==> src/rtl/scl_tgen_pkg.sv <==
package scl_tgen_pkg;

   typedef enum logic [2:0] {
      PH_IDLE = 3'd0,
      PH_LEAD = 3'd1,
      PH_LOW  = 3'd2,
      PH_HIGH = 3'd3,
      PH_FREE = 3'd4
   } phase_e;

   localparam logic [1:0] SEL_HIGH = 2'd0;
   localparam logic [1:0] SEL_LOW  = 2'd1;
   localparam logic [1:0] SEL_BUS  = 2'd2;
   localparam int FIELD_LSB = 16;

   // Reference cycles per bus period, kept inside the usable count range
   function automatic int unsigned tg_divider(int unsigned ref_hz, int unsigned bus_hz);
      int unsigned d;
      d = (ref_hz + bus_hz - 1) / bus_hz;
      if (d < 25)   d = 25;
      if (d > 1897) d = 1897;
      return d;
   endfunction

   function automatic bit tg_fast(int unsigned bus_hz);
      return bus_hz > 100000;
   endfunction

   // Total low phase in reference cycles, rounded to nearest
   function automatic int unsigned tg_low_total(int unsigned ref_hz, int unsigned bus_hz);
      int unsigned d;
      d = tg_divider(ref_hz, bus_hz);
      return tg_fast(bus_hz) ? (d * 13 + 9) / 19 : (d * 47 + 43) / 87;
   endfunction

   function automatic int unsigned tg_high_total(int unsigned ref_hz, int unsigned bus_hz);
      int unsigned d;
      d = tg_divider(ref_hz, bus_hz);
      return tg_fast(bus_hz) ? (d * 6 + 9) / 19 : (d * 40 + 43) / 87;
   endfunction

   function automatic int unsigned tg_ns_to_cycles(int unsigned ref_hz, int unsigned ns);
      return (ns * (ref_hz / 1000000) + 999) / 1000;
   endfunction

   function automatic int unsigned tg_lead(int unsigned ref_hz, int unsigned bus_hz);
      return tg_ns_to_cycles(ref_hz, tg_fast(bus_hz) ? 600 : 4700);
   endfunction

   function automatic int unsigned tg_free(int unsigned ref_hz, int unsigned bus_hz);
      return tg_ns_to_cycles(ref_hz, tg_fast(bus_hz) ? 1300 : 4700);
   endfunction

endpackage

==> src/rtl/scl_tgen_regs.sv <==
module scl_tgen_regs #(
   parameter int HL_W     = 10,
   parameter int OFS_W    = 10,
   parameter int LONG_W   = 16,
   parameter int REF_HZ   = 24_000_000,
   parameter int BUS_HZ   = 100_000,
   parameter int LOW_ADD  = 2,
   parameter int HIGH_ADD = 7
) (
   input  logic              clk,
   input  logic              rst_n,
   input  logic              wr_en,
   input  logic [1:0]        wr_sel,
   input  logic [31:0]       wr_data,
   output logic [HL_W-1:0]   high_cnt,
   output logic [OFS_W-1:0]  rx_ofs,
   output logic [HL_W-1:0]   low_cnt,
   output logic [OFS_W-1:0]  tx_ofs,
   output logic [LONG_W-1:0] lead_cnt,
   output logic [LONG_W-1:0] free_cnt
);
   import scl_tgen_pkg::*;

   localparam int unsigned HI_TOT = tg_high_total(REF_HZ, BUS_HZ);
   localparam int unsigned LO_TOT = tg_low_total(REF_HZ, BUS_HZ);

   localparam logic [HL_W-1:0]   RST_HIGH = HL_W'(HI_TOT - HIGH_ADD);
   localparam logic [HL_W-1:0]   RST_LOW  = HL_W'(LO_TOT - LOW_ADD);
   localparam logic [OFS_W-1:0]  RST_RX   = OFS_W'(HI_TOT * 3 / 8);
   localparam logic [OFS_W-1:0]  RST_TX   = OFS_W'(LO_TOT * 3 / 8);
   localparam logic [LONG_W-1:0] RST_LEAD = LONG_W'(tg_lead(REF_HZ, BUS_HZ));
   localparam logic [LONG_W-1:0] RST_FREE = LONG_W'(tg_free(REF_HZ, BUS_HZ));

   logic wr_high, wr_low, wr_bus;
   assign wr_high = wr_en && (wr_sel == SEL_HIGH);
   assign wr_low  = wr_en && (wr_sel == SEL_LOW);
   assign wr_bus  = wr_en && (wr_sel == SEL_BUS);

   always_ff @(posedge clk or negedge rst_n) begin
      if (!rst_n) begin
         high_cnt <= RST_HIGH;
         rx_ofs   <= RST_RX;
      end else if (wr_high) begin
         high_cnt <= wr_data[FIELD_LSB +: HL_W];
         rx_ofs   <= wr_data[OFS_W-1:0];
      end
   end

   always_ff @(posedge clk or negedge rst_n) begin
      if (!rst_n) begin
         low_cnt <= RST_LOW;
         tx_ofs  <= RST_TX;
      end else if (wr_low) begin
         low_cnt <= wr_data[FIELD_LSB +: HL_W];
         tx_ofs  <= wr_data[OFS_W-1:0];
      end
   end

   always_ff @(posedge clk or negedge rst_n) begin
      if (!rst_n) begin
         free_cnt <= RST_FREE;
         lead_cnt <= RST_LEAD;
      end else if (wr_bus) begin
         free_cnt <= wr_data[FIELD_LSB +: LONG_W];
         lead_cnt <= wr_data[LONG_W-1:0];
      end
   end

endmodule

==> src/rtl/scl_tgen_limits.sv <==
module scl_tgen_limits #(
   parameter int HL_W     = 10,
   parameter int LONG_W   = 16,
   parameter int LOW_ADD  = 2,
   parameter int HIGH_ADD = 7,
   localparam int CNT_W   = LONG_W
) (
   input  scl_tgen_pkg::phase_e phase,
   input  logic [HL_W-1:0]      high_cnt,
   input  logic [HL_W-1:0]      low_cnt,
   input  logic [LONG_W-1:0]    lead_cnt,
   input  logic [LONG_W-1:0]    free_cnt,
   output logic [CNT_W-1:0]     last_idx
);
   import scl_tgen_pkg::*;

   logic [CNT_W-1:0] low_last, high_last, lead_last, free_last;

   // Phase length minus one; zero-length lead-in and bus-free count as one cycle
   assign low_last  = CNT_W'(low_cnt)  + CNT_W'(LOW_ADD - 1);
   assign high_last = CNT_W'(high_cnt) + CNT_W'(HIGH_ADD - 1);
   assign lead_last = (lead_cnt == '0) ? '0 : lead_cnt - 1'b1;
   assign free_last = (free_cnt == '0) ? '0 : free_cnt - 1'b1;

   always_comb begin
      unique case (phase)
         PH_LEAD: last_idx = lead_last;
         PH_LOW:  last_idx = low_last;
         PH_HIGH: last_idx = high_last;
         PH_FREE: last_idx = free_last;
         default: last_idx = '0;
      endcase
   end

endmodule

==> src/rtl/scl_tgen_counter.sv <==
module scl_tgen_counter #(
   parameter int W = 16
) (
   input  logic         clk,
   input  logic         rst_n,
   input  logic         clr,
   input  logic         inc,
   output logic [W-1:0] cnt
);
   always_ff @(posedge clk or negedge rst_n) begin
      if (!rst_n)   cnt <= '0;
      else if (clr) cnt <= '0;
      else if (inc) cnt <= cnt + 1'b1;
   end
endmodule

==> src/rtl/scl_tgen_fsm.sv <==
module scl_tgen_fsm (
   input  logic                 clk,
   input  logic                 rst_n,
   input  logic                 start_req,
   input  logic                 stop_req,
   input  logic                 hold,
   input  logic                 at_last,
   output scl_tgen_pkg::phase_e phase,
   output logic                 cnt_clr,
   output logic                 cnt_inc
);
   import scl_tgen_pkg::*;

   phase_e nxt;

   always_comb begin
      nxt     = phase;
      cnt_clr = 1'b0;
      cnt_inc = 1'b0;
      unique case (phase)
         PH_IDLE: if (start_req) begin
            nxt     = PH_LEAD;
            cnt_clr = 1'b1;
         end
         PH_LEAD: if (at_last) begin
            nxt     = PH_LOW;
            cnt_clr = 1'b1;
         end else cnt_inc = 1'b1;
         PH_LOW: if (hold) begin
            cnt_clr = 1'b1;
         end else if (at_last) begin
            nxt     = PH_HIGH;
            cnt_clr = 1'b1;
         end else cnt_inc = 1'b1;
         PH_HIGH: if (at_last) begin
            nxt     = stop_req ? PH_FREE : PH_LOW;
            cnt_clr = 1'b1;
         end else cnt_inc = 1'b1;
         PH_FREE: if (at_last) begin
            nxt     = PH_IDLE;
            cnt_clr = 1'b1;
         end else cnt_inc = 1'b1;
         default: begin
            nxt     = PH_IDLE;
            cnt_clr = 1'b1;
         end
      endcase
   end

   always_ff @(posedge clk or negedge rst_n) begin
      if (!rst_n) phase <= PH_IDLE;
      else        phase <= nxt;
   end

endmodule

==> src/rtl/scl_phase_gen.sv <==
module scl_phase_gen #(
   parameter int HL_W       = 10,
   parameter int OFS_W      = 10,
   parameter int LONG_W     = 16,
   parameter int REF_HZ     = 24_000_000,
   parameter int BUS_HZ     = 100_000,
   parameter int LOW_ADD    = 2,
   parameter int HIGH_ADD   = 7,
   parameter bit STRETCH_EN = 1'b1
) (
   input  logic        clk,
   input  logic        rst_n,
   input  logic        wr_en_i,
   input  logic [1:0]  wr_sel_i,
   input  logic [31:0] wr_data_i,
   input  logic        start_i,
   input  logic        stop_i,
   input  logic        hold_i,
   output logic        scl_o,
   output logic        rx_stb_o,
   output logic        tx_stb_o,
   output logic        start_done_o,
   output logic        low_done_o,
   output logic        high_done_o,
   output logic        idle_o
);
   import scl_tgen_pkg::*;

   localparam int CNT_W = LONG_W;

   // Elaboration-time parameter checks
   if (HL_W < 2 || HL_W > 16) begin : g_bad_hl_w
      $error("HL_W must lie in 2..16");
   end
   if (LONG_W > 16 || LONG_W <= HL_W) begin : g_bad_long_w
      $error("LONG_W must exceed HL_W and be at most 16");
   end
   if (OFS_W < 1 || OFS_W > 16 || OFS_W > LONG_W) begin : g_bad_ofs_w
      $error("OFS_W must fit the low half of a word and the counter");
   end
   if (LOW_ADD < 1 || HIGH_ADD < 1) begin : g_bad_add
      $error("fixed phase adders must be at least one cycle");
   end
   if ((1 << HL_W) + HIGH_ADD + LOW_ADD > (1 << LONG_W)) begin : g_bad_range
      $error("counter too narrow for the longest phase");
   end

   logic [HL_W-1:0]   high_cnt, low_cnt;
   logic [OFS_W-1:0]  rx_ofs, tx_ofs;
   logic [LONG_W-1:0] lead_cnt, free_cnt;
   logic [CNT_W-1:0]  cnt, last_idx;
   logic              cnt_clr, cnt_inc, at_last, hold_eff;
   phase_e            phase;
   logic              unused_wr_bits;

   assign unused_wr_bits = ^wr_data_i;

   if (STRETCH_EN) begin : g_stretch
      assign hold_eff = hold_i && (phase == PH_LOW);
   end else begin : g_no_stretch
      assign hold_eff = 1'b0;
   end

   scl_tgen_regs #(
      .HL_W(HL_W), .OFS_W(OFS_W), .LONG_W(LONG_W), .REF_HZ(REF_HZ),
      .BUS_HZ(BUS_HZ), .LOW_ADD(LOW_ADD), .HIGH_ADD(HIGH_ADD)
   ) u_regs (
      .clk(clk), .rst_n(rst_n), .wr_en(wr_en_i), .wr_sel(wr_sel_i),
      .wr_data(wr_data_i), .high_cnt(high_cnt), .rx_ofs(rx_ofs),
      .low_cnt(low_cnt), .tx_ofs(tx_ofs), .lead_cnt(lead_cnt),
      .free_cnt(free_cnt)
   );

   scl_tgen_limits #(
      .HL_W(HL_W), .LONG_W(LONG_W), .LOW_ADD(LOW_ADD), .HIGH_ADD(HIGH_ADD)
   ) u_limits (
      .phase(phase), .high_cnt(high_cnt), .low_cnt(low_cnt),
      .lead_cnt(lead_cnt), .free_cnt(free_cnt), .last_idx(last_idx)
   );

   scl_tgen_counter #(.W(CNT_W)) u_cnt (
      .clk(clk), .rst_n(rst_n), .clr(cnt_clr), .inc(cnt_inc), .cnt(cnt)
   );

   assign at_last = (cnt == last_idx);

   scl_tgen_fsm u_fsm (
      .clk(clk), .rst_n(rst_n), .start_req(start_i), .stop_req(stop_i),
      .hold(hold_eff), .at_last(at_last), .phase(phase),
      .cnt_clr(cnt_clr), .cnt_inc(cnt_inc)
   );

   logic in_low, in_high;
   assign in_low  = (phase == PH_LOW);
   assign in_high = (phase == PH_HIGH);

   assign scl_o        = !in_low;
   assign tx_stb_o     = in_low && !hold_eff && (cnt == CNT_W'(tx_ofs));
   assign rx_stb_o     = in_high && (cnt == CNT_W'(rx_ofs));
   assign start_done_o = (phase == PH_LEAD) && at_last;
   assign low_done_o   = in_low && !hold_eff && at_last;
   assign high_done_o  = in_high && at_last;
   assign idle_o       = (phase == PH_IDLE);

endmodule

==> config.mk <==
export PLATFORM = sky130hd
export DESIGN_NAME = scl_phase_gen
export DESIGN_NICKNAME = d
export VERILOG_FILES = /design/src/rtl/scl_tgen_pkg.sv /design/src/rtl/scl_tgen_regs.sv /design/src/rtl/scl_tgen_limits.sv /design/src/rtl/scl_tgen_counter.sv /design/src/rtl/scl_tgen_fsm.sv /design/src/rtl/scl_phase_gen.sv
export SDC_FILE = /design/constraint.sdc
export NUM_CORES = 1
export LEC_CHECK = 0
export BUFFER_PORTS_ARGS = -buffer_cell sky130_fd_sc_hd__buf_2
export CORE_MARGIN = 5
export CORE_UTILIZATION = 50
export DETAILED_ROUTE_END_ITERATION = 12
export PLACE_DENSITY = 0.69
export SYNTH_ARGS = -nofsm -noshare
export SYNTH_HDL_FRONTEND = slang
export SYNTH_HIERARCHICAL = 1
export SYNTH_SLANG_ARGS = --single-unit
export TNS_END_PERCENT = 10
==> constraint.sdc <==
create_clock -name clk -period 10.45 [get_ports clk]
set_input_delay 2.09 -clock clk [delete_from_list [all_inputs] [get_ports clk]]
set_output_delay 2.09 -clock clk [all_outputs]
set_load 0.05 [all_outputs]
# == Word-level counts from Yosys, hierarchy flattened ==
# Index checks and enable logic that the tools add are counted.
# classes
addsub,5
n_reduce_logical,19
eq_ne,15
n_mux,20
# op_table
cell,count
$mux 16,4
$pmux 16 s4,1
$eq 16x10->1,2
$logic_not 16->1,2
$sub 16x1->16 const B,2
$mux 3,7
$add 16x1->16 const B,1
$eq 16x16->1,1
$pmux 3 s5,1
$ne 2x2->1 const B,6
$add 10x1->11 const B,1
$add 10x3->11 const B,1
$logic_and 1x1->1,10
$eq 3x2->1 const B,2
$reduce_and 6->1,1
$mux 1,5
$eq 3x1->1 const B,1
$eq 3x3->1 const B,1
$logic_not 3->1,1
$pmux 1 s3,1
$reduce_or 3->1,1
$eq 2x1->1 const B,1
$eq 2x2->1 const B,1
$logic_not 1->1,2
3 further kinds,3
# totals
reg_bits,91
elab_cells,67
output_inout_bits,7

# == Longest topological paths before layout ==
# logic_depth
ltp_word,9
mapped_depth,19

# == Cells and area by module ==
# Netlist, hierarchy kept.
# by_module_without_submodules
mod,instances,area_per_inst_um2,seq_area_each_um2,cells_each
scl_tgen_regs,1,2728.9,1825.5,154
scl_tgen_limits,1,1159.9,0.0,175
scl_tgen_counter,1,872.1,400.4,82
scl_phase_gen,1,491.7,0.0,61
scl_tgen_fsm,1,183.9,75.1,20

# == Least setup slack after synthesis ==
# OpenSTA, ideal clock, no wires.
# synth_timing
kind,register -> output
from,reg u_regs.free_cnt[8]
to,out low_done_o
required_ns,8.360
stages_incl_launch_ff,10
arrival_ns,3.598
slack_ns,4.762
path_cell_list,dfrtp_1 -> or4_4 -> nor4b_4 -> a31o_4 -> nor2_1 -> or4_1 -> xor2_1 -> nor4_1 -> nand4_1 -> nor3_1
# synth_via
elab_chain_cells,5
# synth_rtl
item,line,text
start: declaration,scl_tgen_regs.sv:20,output logic [LONG_W-1:0] free_cnt
start signal: assignment,scl_tgen_regs.sv:64,free_cnt <= wr_data[FIELD_LSB +: LONG_W];
$sub 16x1->16 or $logic_not 16->1 (tied branches),scl_tgen_limits.sv:23,assign free_last = (free_cnt == '0) ? '0 : free_cnt - 1'b1;
$mux 16 *,scl_tgen_limits.sv:23,
$pmux 16 s4 *,scl_tgen_limits.sv:26,unique case (phase)
net last_idx[10],scl_phase_gen.sv:51,"logic [CNT_W-1:0] cnt, last_idx;"
$eq 16x16->1 *,scl_phase_gen.sv:85,assign at_last = (cnt == last_idx);
$logic_and 1x1->1 *,scl_phase_gen.sv:101,assign low_done_o = in_low && !hold_eff && at_last;
end: declaration,scl_phase_gen.sv:23,"output logic low_done_o,"
# Mark *: on every way through the listed nets, which the timed path passes. The rest lies on a longest branch.

# == Final worst setup path ==
# layout_timing
from,reg u_regs.lead_cnt[7]
to,out high_done_o
# layout_via
elab_chain_cells,5
# layout_rtl
item,line,text
start: declaration,scl_tgen_regs.sv:19,"output logic [LONG_W-1:0] lead_cnt,"
start signal: assignment,scl_tgen_regs.sv:65,lead_cnt <= wr_data[LONG_W-1:0];
$sub 16x1->16 or $logic_not 16->1 (tied branches),scl_tgen_limits.sv:22,assign lead_last = (lead_cnt == '0) ? '0 : lead_cnt - 1'b1;
$mux 16 *,scl_tgen_limits.sv:22,
$pmux 16 s4 *,scl_tgen_limits.sv:26,
net last_idx[10],scl_phase_gen.sv:51,
$eq 16x16->1 *,scl_phase_gen.sv:85,
net at_last,scl_phase_gen.sv:52,"logic cnt_clr, cnt_inc, at_last, hold_eff;"
$logic_and 1x1->1 *,scl_phase_gen.sv:102,assign high_done_o = in_high && at_last;
end: declaration,scl_phase_gen.sv:24,"output logic high_done_o,"
# Marks and branches as above.

==> run summary <==
The logs give 0.00243 uW for the leakage power of the design and 5440 sq um for the area of the mapped netlist. Setup repair after global routing left no endpoint under its margin. The fraction of final layout cells with drive strength greater than 1 was 27.2%; the pre-CTS worst setup slack was 4.73 ns. The logs give 21.3 mm for the wire length of the first global-routing pass and 0 for the remaining number of nets flagged by the antenna check after routing.

The critical path ends at high_done_o. Counting every sink on the clock net gives 91. The tool flagged a number of max-cap violations equal to 0. After the first detailed-routing iteration, the DRC count stood at 352. In the post-synthesis netlist, the biggest area contributors are dfrtp_1 33%, dfstp_2 9.2%, mux2_2 8.5%.

For this run, the detailed router's first-pass iteration total came to 4. The worst setup path is launched from a flop. The final-report hold violation count was 0. The tools report the cts-stage hold buffer count as 0.

The worst path buffer plus inverter count is 2. The number of cells on the worst reg-to-reg path came out at 16. The most critical setup path has its startpoint at u_regs/lead_cnt[7]. Clock latency on the worst-skew pair, taken at its later pin, is 0.37 ns.

The total area inside the core boundary comes to 10,700 sq um. The share of the yosys chip area belonging to registers was 42.3%. The number of nets in the synthesized netlist is 539. For this run, the top clock speed supported by timing is 161 MHz.

The largest net degree at the start of global routing was 59. CTS H-tree depth: 3. The flow ran to the end, and the final reports show no timing, DRC or antenna violations. The root buffer cell chosen for the clock tree is clkbuf_8. Summed over all instances, the cell type with the most area after synthesis is dfrtp_1.

The run gives 4.25 ns as the least setup slack across all paths after layout. The vertical die dimension was 114 um. The worst register-to-register path begins at u_regs/lead_cnt[7]. The setup TNS was 0 ns; the number of cells on the critical path was 11.

The endpoint required time on the critical path is 8.36 ns. The commonest cells after synthesis are 72 x dfrtp_1, 45 x xor2_1, 41 x mux2_2. The share of the clock period used by the worst path after layout works out to 59.3%.

The most numerous cell on the critical path is or4_1. The max-slew violation total from the final report was 0; the count of endpoints failing setup in the final report was 0. The top flip-flop cell by instance count after synthesis is dfrtp_1.

Once the floorplan was initialized, standard cells occupied 50.6% of the core. For this design the top-level I/O count stands at 47. Among all cell types in the netlist, the one instantiated most often is dfrtp_1. The top cell type by area accounts for 33.1% of the synthesized area. The longest clock path from root to sink contains 2 buffers.

For this block, the via count after detailed routing is 3,957. The worst slew margin relative to its limit came out at 16.0%. The tools report the number of warning messages in the yosys log as 6. The CTS clock-pin slew for the worst setup and hold paths is 0.08 ns, and the die area is 13,100 sq um. The synthesized design contains 0 enable-type register cells. The row count was 38; the worst-path maximum fanout was 16.

In this run the post-CTS setup repair buffer count came out at 0. The number of global-route vias before repair was 4,025. The average wire length per cell after detail routing is 18.8 um, and the final period demand of the worst path is 6.20 ns. In this run the horizontal extent of the chip is 114 um. For the count of unresolved DRC violations after routing, the log shows 0. The tools report the total length of routed wires as 12.8 mm. After global routing the overflow that remains totals 0. The critical path's largest stage delay is 0.59 ns. The synthesis-stage register bit count was 91; the number of port buffers was 46. The min-delay analysis places its worst path in the category flop to flop. TritonCTS built the clock tree.

The placed wire-length estimate was 9.44 mm; the worst clock skew was 0.0116 ns. After detailed routing, the number of vias per cell comes to 5.81. The number of diodes was 0; the per-instance average area after synthesis was 11.0 sq um. Post-synthesis async set-or-reset flop share: 100%. For the initial antenna violation count, the log shows 0. VDD sags by at most 0.107 mV. The worst setup path is of the flop to primary output kind. The post-synthesis to final-layout area growth was 10.2%. The synthesized netlist contains 57 unique library cells.

After clock tree synthesis, the repair step resized 0 gates. For the pin with the worst max-slew slack, the measured transition is 1.26 ns. Broken down by cell family, the worst path's largest delay share belongs to simple AND/OR/NAND/NOR gates.

The tools report the worst setup slack for register-to-register paths as 5.10 ns. Across every metal layer, demand over resource in global routing totals 20.8%. On the critical path, the stage with the largest delay is an instance of or4_1. In the synthesized netlist, the number of instances is 492.

STA puts the critical path data arrival time at 4.11 ns. The number of clock buffers added by TritonCTS is 9. The power per standard cell area works out to 182 nW/um^2. The worst register-to-register path ends at u_cnt/cnt[15].

Routability-driven placement finished with a final weighted congestion of 0.971. Traced cell by cell, the critical path runs through or4_1, nand2b_1, o21ai_2, a21oi_1, or4_1, xor2_1, nor4_1, nand4_1, inv_1, and3_1, buf_2. At the end of the flow, the number of nets in the layout was 583. The worst setup path is captured at a primary output.
## final cells by class
class | count | area (sq um)
clock inverter | 5 | 83.8
tap | 140 | 175
inverter | 13 | 48.8
multi-input combinational | 373 | 2990
timing repair buffer | 48 | 248
clock buffer | 11 | 151
sequential | 91 | 2300
fill | 989 | 4750
## state kept, by name, indices dropped and copies added (netlist names)
name             count
u_regs/free_cnt     16
u_regs/high_cnt     10
u_regs/low_cnt      10
u_regs/tx_ofs       10
u_cnt/cnt           16
u_regs/lead_cnt     16
u_fsm/phase          3
u_regs/rx_ofs       10
## cells by family (layout without fill, tap and decap cells)
logic type	after synthesis	after routing	share of synthesized area (%)
buf+inv	28	77	2.76
xor+xnor	84	84	13.5
mux	76	76	15.8
simple gates	155	155	17.3
fa+ha+maj	7	7	1.61
flops	91	91	42.3
compound gates	51	51	6.70
## per-stage QoR
stage               total power [uW]  cells  area (sq um)  hold slack [ns]  util [%]
floorplan                        727    492          5440            0.498         -
global placement                 802    665          5760            0.510      53.6
detailed placement               815    665          5760            0.520      53.6
CTS                             1100    681          5990            0.542      55.8
global route                    1160    681          5990            0.560      55.8
finish                          1090    681          5990            0.538      55.8
## placed cells by master (no fill, tap or decap), drive strengths merged, types with 2 or more instances in the layout
| cell type | count |
|---|---|
| mux2 | 74 |
| dfrtp | 72 |
| buf | 48 |
| xor2 | 45 |
| xnor2 | 39 |
| nor2 | 38 |
| nand2 | 19 |
| dfstp | 19 |
| nor3 | 18 |
| nand4 | 15 |
| inv | 14 |
| nor4 | 14 |
| clkbuf | 11 |
| nand3 | 11 |
| o21ai | 11 |
| a21oi | 10 |
| or3 | 8 |
| ha | 7 |
| o221ai | 7 |
| o22ai | 7 |
| nand3b | 6 |
| a22oi | 5 |
| nor4b | 5 |
| or4 | 5 |
| nor2b | 4 |
| nor3b | 4 |
| and3 | 2 |
| bufinv | 2 |
| clkinvlp | 2 |
| mux2i | 2 |
| o31ai | 2 |
| o211ai | 2 |
| and2 | 2 |
## where the power goes
group | internal (uW) | leakage (uW) | switching [uW]
Clock | 149 | 0.000112 | 129
Sequential | 430 | 0.00107 | 107
Combinational | 144 | 0.00124 | 132
## worst min-delay path by stage
stage / start / end / slack, ns / cells after the start
after global placement: u_regs/tx_ofs[0] / u_regs/tx_ofs[0] / 0.51 / 1
after floorplan: u_regs/lead_cnt[9] / u_regs/lead_cnt[9] / 0.50 / 1
after detailed placement: u_regs/tx_ofs[6] / u_regs/tx_ofs[6] / 0.52 / 1
after CTS: u_regs/tx_ofs[6] / u_regs/tx_ofs[6] / 0.54 / 1
final: u_regs/rx_ofs[6] / u_regs/rx_ofs[6] / 0.54 / 1
after global routing: u_regs/rx_ofs[6] / u_regs/rx_ofs[6] / 0.56 / 1
## routing by layer
layer,routed length (um),vias up,track usage (%)
met5,0,-,0
met1,5990,1985,29.0
li1,-,1861,-
met2,6040,90,32.7
met4,240,0,6.18
met3,526,21,4.23
Note: power is estimated with default switching activity, not from simulation.
